`src/rtl/osr_pkg.sv`:
```
`timescale 1ns/1ps
package osr_pkg;

    localparam int CHAR_MAX = 9;
    localparam int LEN_W    = $clog2(CHAR_MAX + 1);
    localparam int OSR      = 16;
    localparam int SMP_W    = $clog2(OSR);

    localparam logic [SMP_W-1:0] SMP_EARLY = SMP_W'(OSR / 2 - 2);
    localparam logic [SMP_W-1:0] SMP_MID   = SMP_W'(OSR / 2 - 1);
    localparam logic [SMP_W-1:0] SMP_LATE  = SMP_W'(OSR / 2);
    localparam logic [SMP_W-1:0] SMP_LAST  = SMP_W'(OSR - 1);

    typedef enum logic [1:0] {
        PAR_OFF  = 2'b00,
        PAR_RSVD = 2'b01,
        PAR_EVEN = 2'b10,
        PAR_ODD  = 2'b11
    } par_mode_e;

    typedef enum logic [2:0] {
        ST_IDLE,
        ST_START,
        ST_DATA,
        ST_PAR,
        ST_STOP
    } rx_state_e;

    typedef struct packed {
        logic [CHAR_MAX-1:0] bits;
        logic                stop_bad;
        logic                par_bad;
    } rx_char_t;

    function automatic logic [LEN_W-1:0] char_len(input logic [2:0] code);
        logic [LEN_W-1:0] n;
        case (code)
            3'b000:  n = LEN_W'(5);
            3'b001:  n = LEN_W'(6);
            3'b010:  n = LEN_W'(7);
            3'b111:  n = LEN_W'(9);
            default: n = LEN_W'(8);
        endcase
        return n;
    endfunction

    function automatic logic maj3(input logic a, input logic b, input logic c);
        return (a & b) | (a & c) | (b & c);
    endfunction

    function automatic logic par_used(input par_mode_e m);
        return (m == PAR_EVEN) || (m == PAR_ODD);
    endfunction

    // ones_odd: odd count of ones over data and parity bit
    function automatic logic par_mismatch(input par_mode_e m, input logic ones_odd);
        logic bad;
        case (m)
            PAR_EVEN: bad = ones_odd;
            PAR_ODD:  bad = ~ones_odd;
            default:  bad = 1'b0;
        endcase
        return bad;
    endfunction

endpackage

```
`src/rtl/osr_line_sync.sv`:
```
`timescale 1ns/1ps
module osr_line_sync #(
    parameter int STAGES = 2
) (
    input  logic clk,
    input  logic rst,
    input  logic din,
    output logic line_o,
    output logic fall_o
);
    logic [STAGES-1:0] pipe;
    logic              prev;

    generate
        if (STAGES == 1) begin : g_single
            always_ff @(posedge clk) begin
                if (rst) pipe <= 1'b1;
                else     pipe <= din;
            end
        end else begin : g_chain
            always_ff @(posedge clk) begin
                if (rst) pipe <= '1;
                else     pipe <= {pipe[STAGES-2:0], din};
            end
        end
    endgenerate

    always_ff @(posedge clk) begin
        if (rst) prev <= 1'b1;
        else     prev <= pipe[STAGES-1];
    end

    assign line_o = pipe[STAGES-1];
    assign fall_o = prev & ~pipe[STAGES-1];

endmodule

```
`src/rtl/osr_tick_gen.sv`:
```
`timescale 1ns/1ps
module osr_tick_gen #(
    parameter int DIV_W = 12
) (
    input  logic             clk,
    input  logic             rst,
    input  logic             en,
    input  logic             clr,
    input  logic [DIV_W-1:0] div_i,
    output logic             tick_o
);
    logic [DIV_W-1:0] cnt;
    logic             wrap;

    assign wrap   = (cnt >= div_i);
    assign tick_o = en & ~clr & wrap;

    always_ff @(posedge clk) begin
        if (rst || !en || clr) cnt <= '0;
        else if (wrap)         cnt <= '0;
        else                   cnt <= cnt + DIV_W'(1);
    end

    // with a nonzero, unchanged divisor two ticks are never adjacent
    p_tick_gap_r1: assert property (@(posedge clk) disable iff (rst)
        (tick_o && div_i != '0) |=> (!tick_o || div_i != $past(div_i)));

endmodule

```
`src/rtl/osr_frame_fsm.sv`:
```
`timescale 1ns/1ps
module osr_frame_fsm
    import osr_pkg::*;
(
    input  logic             clk,
    input  logic             rst,
    input  logic             en,
    input  logic             line_i,
    input  logic             fall_i,
    input  logic             tick_i,
    input  logic [LEN_W-1:0] len_i,
    input  par_mode_e        mode_i,
    output logic             start_o,
    output logic             done_o,
    output rx_char_t         char_o
);
    rx_state_e           state;
    logic [SMP_W-1:0]    s_cnt;
    logic [LEN_W-1:0]    bit_idx;
    logic [1:0]          smp;
    logic [CHAR_MAX-1:0] shreg;
    logic                par_bit;
    logic                vote;

    assign vote    = maj3(smp[0], smp[1], line_i);
    assign start_o = en && (state == ST_IDLE) && fall_i;
    assign done_o  = en && (state == ST_STOP) && tick_i && (s_cnt == SMP_LATE);

    assign char_o.bits     = shreg;
    assign char_o.stop_bad = ~vote;
    assign char_o.par_bad  = par_mismatch(mode_i, (^shreg) ^ par_bit);

    always_ff @(posedge clk) begin
        if (rst) begin
            state   <= ST_IDLE;
            s_cnt   <= '0;
            bit_idx <= '0;
            smp     <= 2'b11;
            shreg   <= '0;
            par_bit <= 1'b0;
        end else if (!en) begin
            state <= ST_IDLE;
            s_cnt <= '0;
        end else if (state == ST_IDLE) begin
            if (fall_i) begin
                state   <= ST_START;
                s_cnt   <= '0;
                bit_idx <= '0;
                shreg   <= '0;
                par_bit <= 1'b0;
            end
        end else if (tick_i) begin
            s_cnt <= s_cnt + SMP_W'(1);
            if (s_cnt == SMP_EARLY) smp[0] <= line_i;
            if (s_cnt == SMP_MID)   smp[1] <= line_i;
            case (state)
                ST_START: begin
                    if (s_cnt == SMP_MID && line_i) state <= ST_IDLE;
                    else if (s_cnt == SMP_LAST) begin
                        state   <= ST_DATA;
                        bit_idx <= '0;
                    end
                end
                ST_DATA: begin
                    if (s_cnt == SMP_LATE) shreg[bit_idx] <= vote;
                    if (s_cnt == SMP_LAST) begin
                        if (bit_idx == len_i - LEN_W'(1))
                            state <= par_used(mode_i) ? ST_PAR : ST_STOP;
                        else
                            bit_idx <= bit_idx + LEN_W'(1);
                    end
                end
                ST_PAR: begin
                    if (s_cnt == SMP_LATE) par_bit <= vote;
                    if (s_cnt == SMP_LAST) state <= ST_STOP;
                end
                ST_STOP: begin
                    if (s_cnt == SMP_LATE) state <= ST_IDLE;
                end
                default: state <= ST_IDLE;
            endcase
        end
    end

    // a disabled receiver is back in idle on the next edge
    p_off_idle_r9: assert property (@(posedge clk) disable iff (rst)
        !en |=> state == ST_IDLE);

    // a start bit seen high at its middle sample is abandoned
    p_glitch_abort_r3: assert property (@(posedge clk) disable iff (rst)
        (en && state == ST_START && tick_i && s_cnt == SMP_MID && line_i)
        |=> state == ST_IDLE);

    // one completion per frame, followed by idle
    p_done_to_idle_r6: assert property (@(posedge clk) disable iff (rst)
        done_o |=> (state == ST_IDLE && !done_o));

endmodule

```
`src/rtl/osr_rx_buffer.sv`:
```
`timescale 1ns/1ps
module osr_rx_buffer
    import osr_pkg::*;
(
    input  logic                clk,
    input  logic                rst,
    input  logic                load_i,
    input  rx_char_t            char_i,
    input  logic                rd_i,
    output logic                full_o,
    output logic [CHAR_MAX-1:0] data_o,
    output logic                fe_o,
    output logic                pe_o,
    output logic                ovr_o
);
    rx_char_t held;
    logic     full;
    logic     ovr;

    always_ff @(posedge clk) begin
        if (rst) begin
            held <= '0;
            full <= 1'b0;
            ovr  <= 1'b0;
        end else if (load_i) begin
            if (full && !rd_i) begin
                ovr <= 1'b1;
            end else begin
                held <= char_i;
                full <= 1'b1;
                ovr  <= 1'b0;
            end
        end else if (rd_i) begin
            full <= 1'b0;
        end
    end

    assign full_o = full;
    assign data_o = held.bits;
    assign fe_o   = held.stop_bad;
    assign pe_o   = held.par_bad;
    assign ovr_o  = ovr;

    // unread data stays flagged
    p_ready_hold_r7: assert property (@(posedge clk) disable iff (rst)
        (full_o && !rd_i) |=> full_o);

    // a read with no competing load empties the buffer
    p_ready_drop_r7: assert property (@(posedge clk) disable iff (rst)
        (full_o && rd_i && !load_i) |=> !full_o);

    // a character arriving at a full buffer is dropped
    p_ovr_drop_r8: assert property (@(posedge clk) disable iff (rst)
        (full_o && load_i && !rd_i) |=> (ovr_o && full_o && $stable(data_o)));

endmodule

```
`src/rtl/osr_receiver.sv`:
```
`timescale 1ns/1ps
module osr_receiver
    import osr_pkg::*;
#(
    parameter int DIV_W       = 12,
    parameter int SYNC_STAGES = 2
) (
    input  logic                clk,
    input  logic                rst,
    input  logic                rx_en,
    input  logic [DIV_W-1:0]    divisor,
    input  logic [1:0]          par_mode,
    input  logic                two_stop,
    input  logic [2:0]          size_code,
    input  logic                rx_line,
    input  logic                rd_stb,
    output logic [CHAR_MAX-1:0] rx_data,
    output logic                rx_ready,
    output logic                err_frame,
    output logic                err_overrun,
    output logic                err_parity
);
    logic      line_s;
    logic      fall_s;
    logic      tick;
    logic      start;
    logic      done;
    rx_char_t  rx_char;
    logic      stop_sel_unused;

    // the stop count only matters to a sender; reception checks the first stop bit
    assign stop_sel_unused = two_stop;

    osr_line_sync #(.STAGES(SYNC_STAGES)) u_sync (
        .clk    (clk),
        .rst    (rst),
        .din    (rx_line),
        .line_o (line_s),
        .fall_o (fall_s)
    );

    osr_tick_gen #(.DIV_W(DIV_W)) u_tick (
        .clk    (clk),
        .rst    (rst),
        .en     (rx_en),
        .clr    (start),
        .div_i  (divisor),
        .tick_o (tick)
    );

    osr_frame_fsm u_fsm (
        .clk     (clk),
        .rst     (rst),
        .en      (rx_en),
        .line_i  (line_s),
        .fall_i  (fall_s),
        .tick_i  (tick),
        .len_i   (char_len(size_code)),
        .mode_i  (par_mode_e'(par_mode)),
        .start_o (start),
        .done_o  (done),
        .char_o  (rx_char)
    );

    osr_rx_buffer u_buf (
        .clk    (clk),
        .rst    (rst),
        .load_i (done),
        .char_i (rx_char),
        .rd_i   (rd_stb),
        .full_o (rx_ready),
        .data_o (rx_data),
        .fe_o   (err_frame),
        .pe_o   (err_parity),
        .ovr_o  (err_overrun)
    );

endmodule

```
`config.mk`:
```
export PLATFORM = sky130hd
export DESIGN_NAME = osr_receiver
export DESIGN_NICKNAME = d
export VERILOG_FILES = /design/src/rtl/osr_pkg.sv /design/src/rtl/osr_line_sync.sv /design/src/rtl/osr_tick_gen.sv /design/src/rtl/osr_frame_fsm.sv /design/src/rtl/osr_rx_buffer.sv /design/src/rtl/osr_receiver.sv
export SDC_FILE = /design/constraint.sdc
export NUM_CORES = 1
export LEC_CHECK = 0
export ABC_AREA = 1
export CORE_MARGIN = 2
export CORE_UTILIZATION = 30
export DETAILED_ROUTE_END_ITERATION = 10
export PLACE_DENSITY_LB_ADDON = 0.05
export SYNTH_ARGS = -nofsm -noshare
export SYNTH_HDL_FRONTEND = slang
export SYNTH_HIERARCHICAL = 1
export SYNTH_SLANG_ARGS = --single-unit
```
`constraint.sdc`:
```
create_clock -name clk -period 3.1 [get_ports clk]
set_input_delay 0.93 -clock clk [delete_from_list [all_inputs] [get_ports clk]]
set_output_delay 0.93 -clock clk [all_outputs]
set_load 0.01 [all_outputs]
```
==> implementation parameters <==
Parameter                              Value

Setup path
  Endpoint of the lowest-slack register-to-register path    u_buf/data_o[6]
  CP Class    input port to flip-flop
  Critical path arrival    between 3 and 4 ns
  Critical path, cell by cell    clkdlybuf4s50_1 -> inv_1 -> ha_1 -> nand2_1 -> inv_2 -> nand2_4 -> nor2_4 -> nand2_2 -> a21oi_2 -> nand2_2 -> buf_4 -> nor3b_2 -> buf_12 -> nand3_1 -> nand2_1 -> nor2_1
  Highest-delay cell along the critical path    sky130_fd_sc_hd__clkdlybuf4s50_1
  Worst flop-to-flop path startpoint    u_tick/cnt[11]
  Kind of end point of the critical path    flip-flop
  Required time reported for the critical path endpoint    ~3.3 ns
  Highest net fanout along the worst path    25
  R2r setup slk    around 0.77 ns
  Delay of the slowest cell on the worst path    about 0.47 ns
  Crit path launch type    input port
  Number of cells traversed by the worst register-to-register path    15

Synth
  Total of warnings raised by yosys    6
  Cell accounting for the most synthesized area    sky130_fd_sc_hd__dfxtp_1
  Yosys top cell area share    about 30%
  Synthesized area divided by synthesized cell count    approximately 7 µm²
  FF+latch count, synth    between 50 and 60
  Flip-flop cell with the highest count after synthesis    sky130_fd_sc_hd__dfxtp_1
  Dominant cell by count in the synthesized netlist    sky130_fd_sc_hd__nand2_1
  Number of nets produced by synthesis    around 550
  Synthesized instance count    slightly above 500
  Number of enable flip-flop cells after synthesis    0
  Synth top area cells    sky130_fd_sc_hd__dfxtp_1 29%, sky130_fd_sc_hd__nand2_1 12%, sky130_fd_sc_hd__inv_1 8.8%
  Post-synth design cell area    3485 µm²
  Post-synth cell types    36
  Register area share after synthesis    roughly 29%
  Share of async-settable or async-resettable flops after synthesis    0%
  Cell types with the highest counts after synthesis    111 x sky130_fd_sc_hd__nand2_1, 82 x sky130_fd_sc_hd__inv_1, 58 x sky130_fd_sc_hd__nor2_1

Min path
  Hold-critical path depth    2
  Hold Path Class    flip-flop to flip-flop
  Hold Path Sink    u_sync/pipe[1]
  Worst Hold Launch    u_sync/pipe[0]

GRT
  Layer carrying the most global-route usage    met2
  Met1 GRT Util    16.00%
  Number of antenna violations at the first check in global routing    0
  Number of global-route vias before repair    roughly 3k
  Wire length of the first global-routing pass    13,980 µm
  Remaining global-route overflow    0
  Largest net degree at the start of global routing    26
  Met2 global-route usage    about a quarter
  GR Util All Layers    a little over an eighth
  Met3 usage in global routing    between 2 and 3%

STA
  Final number of hold-violating endpoints    0
  Count of final setup violators    0
  Ratio of final minimum period to clock period    between 90% and 100%
  Final number of max-transition violations    0
  Maximum clock rate    roughly 340 MHz
  Fin crit period    2.945 ns
  Total Neg Setup Slack    0 ns
  Worst hold slack    ~0.40 ns
  Worst-margin pin slew    between 0.4 and 0.5 ns
  Headroom to the max-slew limit    between 60% and 70%
  Worst Setup Slack, final    between 0.15 and 0.2 ns
  Worst-case clock skew    slightly above 0.006 ns

Floorplanning
  Overall die height    between 100 and 150 µm
  Number of placement rows    39
  Effective utilization at floorplan    between 30 and 40%
  Area of the core    11,370 µm²
  Die width    between 100 and 150 µm
  Top-level port count    36
  Die outline area    12,490 µm²

Clock tree
  Clk sink count    just over 50
  Inserted Clock Buffers    5
  TritonCTS clock tree    built
  Clock transition at the register clock pins on the worst setup and hold paths after CTS    approximately 0.070 ns
  Maximum number of buffers from clock root to sink    2
  Number of levels the H-tree was split into    2
  Clock root buffer    sky130_fd_sc_hd__clkbuf_16
  Clk Latency, worst-skew pair    about 0.30 ns

Placement
  Total placed instance area    3966 µm²
  Dpl ws    -0.4206 ns
  Detailed placer's ending HPWL    between 5000 and 6000 µm
  Number of port buffers    34
  Placer congestion estimate    0.7804

Drt
  Avg WL per Cell    11.71 µm
  Vias post-DR    3,177
  Number of nets with antenna violations after routing    0
  Post-detailed-route DRC marker count    0
  Final Routed Wirelength    8232 µm
  Initial drt markers    between 70 and 80
  Length of the first detailed-routing pass in iterations    4
  Per-cell via count in the routed design    approximately 4.5

Final layout
  Post-route cell area    around 4400 µm²
  Fraction of final layout cells with drive strength greater than 1    roughly 17%
  Multi-input logic area    2092 µm²
  Area growth, synth to finish    25.49%
  Filler cell count    1,249
  Register Area    1021 µm²
  Final-stage net count    603
  Diode insertion count for antenna repair    0

Flow run
  Max-cap viol count    0

Power and ir drop
  Portion of total power attributed to combinational logic    12.1%
  LEAKAGE    about 0.0019 µW
  Total net switching power    between 300 and 400 µW
  PnR Total Power    roughly 1400 µW
  Register share of total power    47.4%
  Cell area power density    around 320 nW/µm²
  Peak supply drop    between 300 and 400 µV
  Design internal power    1034 µW
  Net switching fraction of the power    roughly a quarter
  Clock share of power    approximately 40%

Outcome
  Run status    completed
==> power by group through the flow <==
stage | Sequential [µW] | Combinational [µW] | Clock, µW
floorplan | 679 | 108 | 0
global route | 669 | 197 | 620
detailed placement | 683 | 159 | 0
finish | 668 | 171 | 571
CTS | 668 | 168 | 601
global placement | 684 | 157 | 0
==> logic make-up (layout without fill, tap and decap cells) <==
| kind of cell | count (synthesis) | after routing | synth area share (%) |
|---|---|---|---|
| and+or+nand+nor | 260 | 260 | 35.94 |
| adders and majority gates | 21 | 21 | 7.540 |
| AOI/OAI and AO/OA | 54 | 54 | 8.582 |
| buffers and inverters | 104 | 155 | 13.86 |
| DFF | 51 | 51 | 29.30 |
| xor gates and xnor gates | 19 | 19 | 4.776 |
==> through the flow <==
| step | util [%] | instances |
|---|---|---|
| after floorplan | - | 509 |
| after global placement | 34.89 | 681 |
| after detailed placement | 34.89 | 681 |
| after CTS | 37.63 | 703 |
| after global routing | 38.46 | 703 |
| final | 38.46 | 703 |
==> state kept, by name, indices dropped and copies added, names as in the netlist <==
register	cells
u_buf/fe_o	1
u_buf/ovr_o	1
u_fsm/s_cnt	4
u_fsm/state	3
u_buf/data_o	9
u_fsm/par_bit	1
u_sync/pipe	2
u_fsm/shreg	9
u_buf/full_o	1
u_fsm/bit_idx	4
u_fsm/smp	2
u_tick/cnt	12
u_buf/pe_o	1
u_sync/prev	1
==> routing by layer <==
metal | vias to the layer above | part of all wire [%]
li1 | 1699 | -
met1 | 1431 | 46
met2 | 37 | 50
met3 | 10 | 2.3
met4 | 0 | 2.1
met5 | - | 0
==> repair_timing <==
action | in CTS | in global routing
resized for setup | 9 | 25
endpoints found under the setup margin | 25 | 43
setup buffers | 12 | 1
hold buffers | 0 | 0
cloned | 2 | 1
pin swaps | 12 | 21
==> worst max-delay path, delay by kind of cell <==
kind	cells	cell delay, ns
buffers and inverters	5	0.93
AND/OR/NAND/NOR	9	0.80
adder cells (fa/ha/maj)	1	0.28
AO/OA/AOI/OAI	1	0.18
==> layout make-up <==
cell class                      instances  area share (%)
Inverter                               88           7.611
Multi-Input combinational cell        354           47.84
Tap cell                              143           4.092
Clock buffer                            5           2.861
Sequential cell                        51           23.35
Clock inverter                          3          0.4292
Timing Repair Buffer                   59           13.82
==> placed cells by master, fill, tap and decap left out, types with 2 or more instances in the layout <==
cell type,count
sky130_fd_sc_hd__a21oi_1,33
sky130_fd_sc_hd__a21oi_2,5
sky130_fd_sc_hd__buf_12,2
sky130_fd_sc_hd__buf_4,19
sky130_fd_sc_hd__buf_6,2
sky130_fd_sc_hd__clkbuf_16,6
sky130_fd_sc_hd__clkdlybuf4s50_1,30
sky130_fd_sc_hd__clkinv_2,2
sky130_fd_sc_hd__dfxtp_1,51
sky130_fd_sc_hd__dlymetal6s2s_1,3
sky130_fd_sc_hd__ha_1,18
sky130_fd_sc_hd__ha_4,3
sky130_fd_sc_hd__inv_1,77
sky130_fd_sc_hd__inv_2,10
sky130_fd_sc_hd__nand2_1,105
sky130_fd_sc_hd__nand2_2,8
sky130_fd_sc_hd__nand2_4,7
sky130_fd_sc_hd__nand3_1,36
sky130_fd_sc_hd__nand3_2,12
sky130_fd_sc_hd__nand4_1,16
sky130_fd_sc_hd__nor2_1,55
sky130_fd_sc_hd__nor2_2,5
sky130_fd_sc_hd__nor2_4,7
sky130_fd_sc_hd__nor3_1,5
sky130_fd_sc_hd__o21ai_0,10
sky130_fd_sc_hd__xnor2_1,10
sky130_fd_sc_hd__xor2_1,9
==> worst max path at each step <==
stage	cells after the start	end	slack (ns)	start
after floorplan	16	u_fsm/shreg[8]	0.24	divisor[11]
after global placement	17	u_fsm/shreg[5]	-0.41	divisor[11]
after detailed placement	16	u_fsm/shreg[2]	-0.42	divisor[11]
after CTS	18	u_fsm/shreg[0]	0.0008	divisor[8]
after global routing	18	u_fsm/shreg[1]	-0.002	divisor[7]
final	16	u_buf/data_o[6]	0.15	divisor[7]
Power figures use the tool's default switching activity.
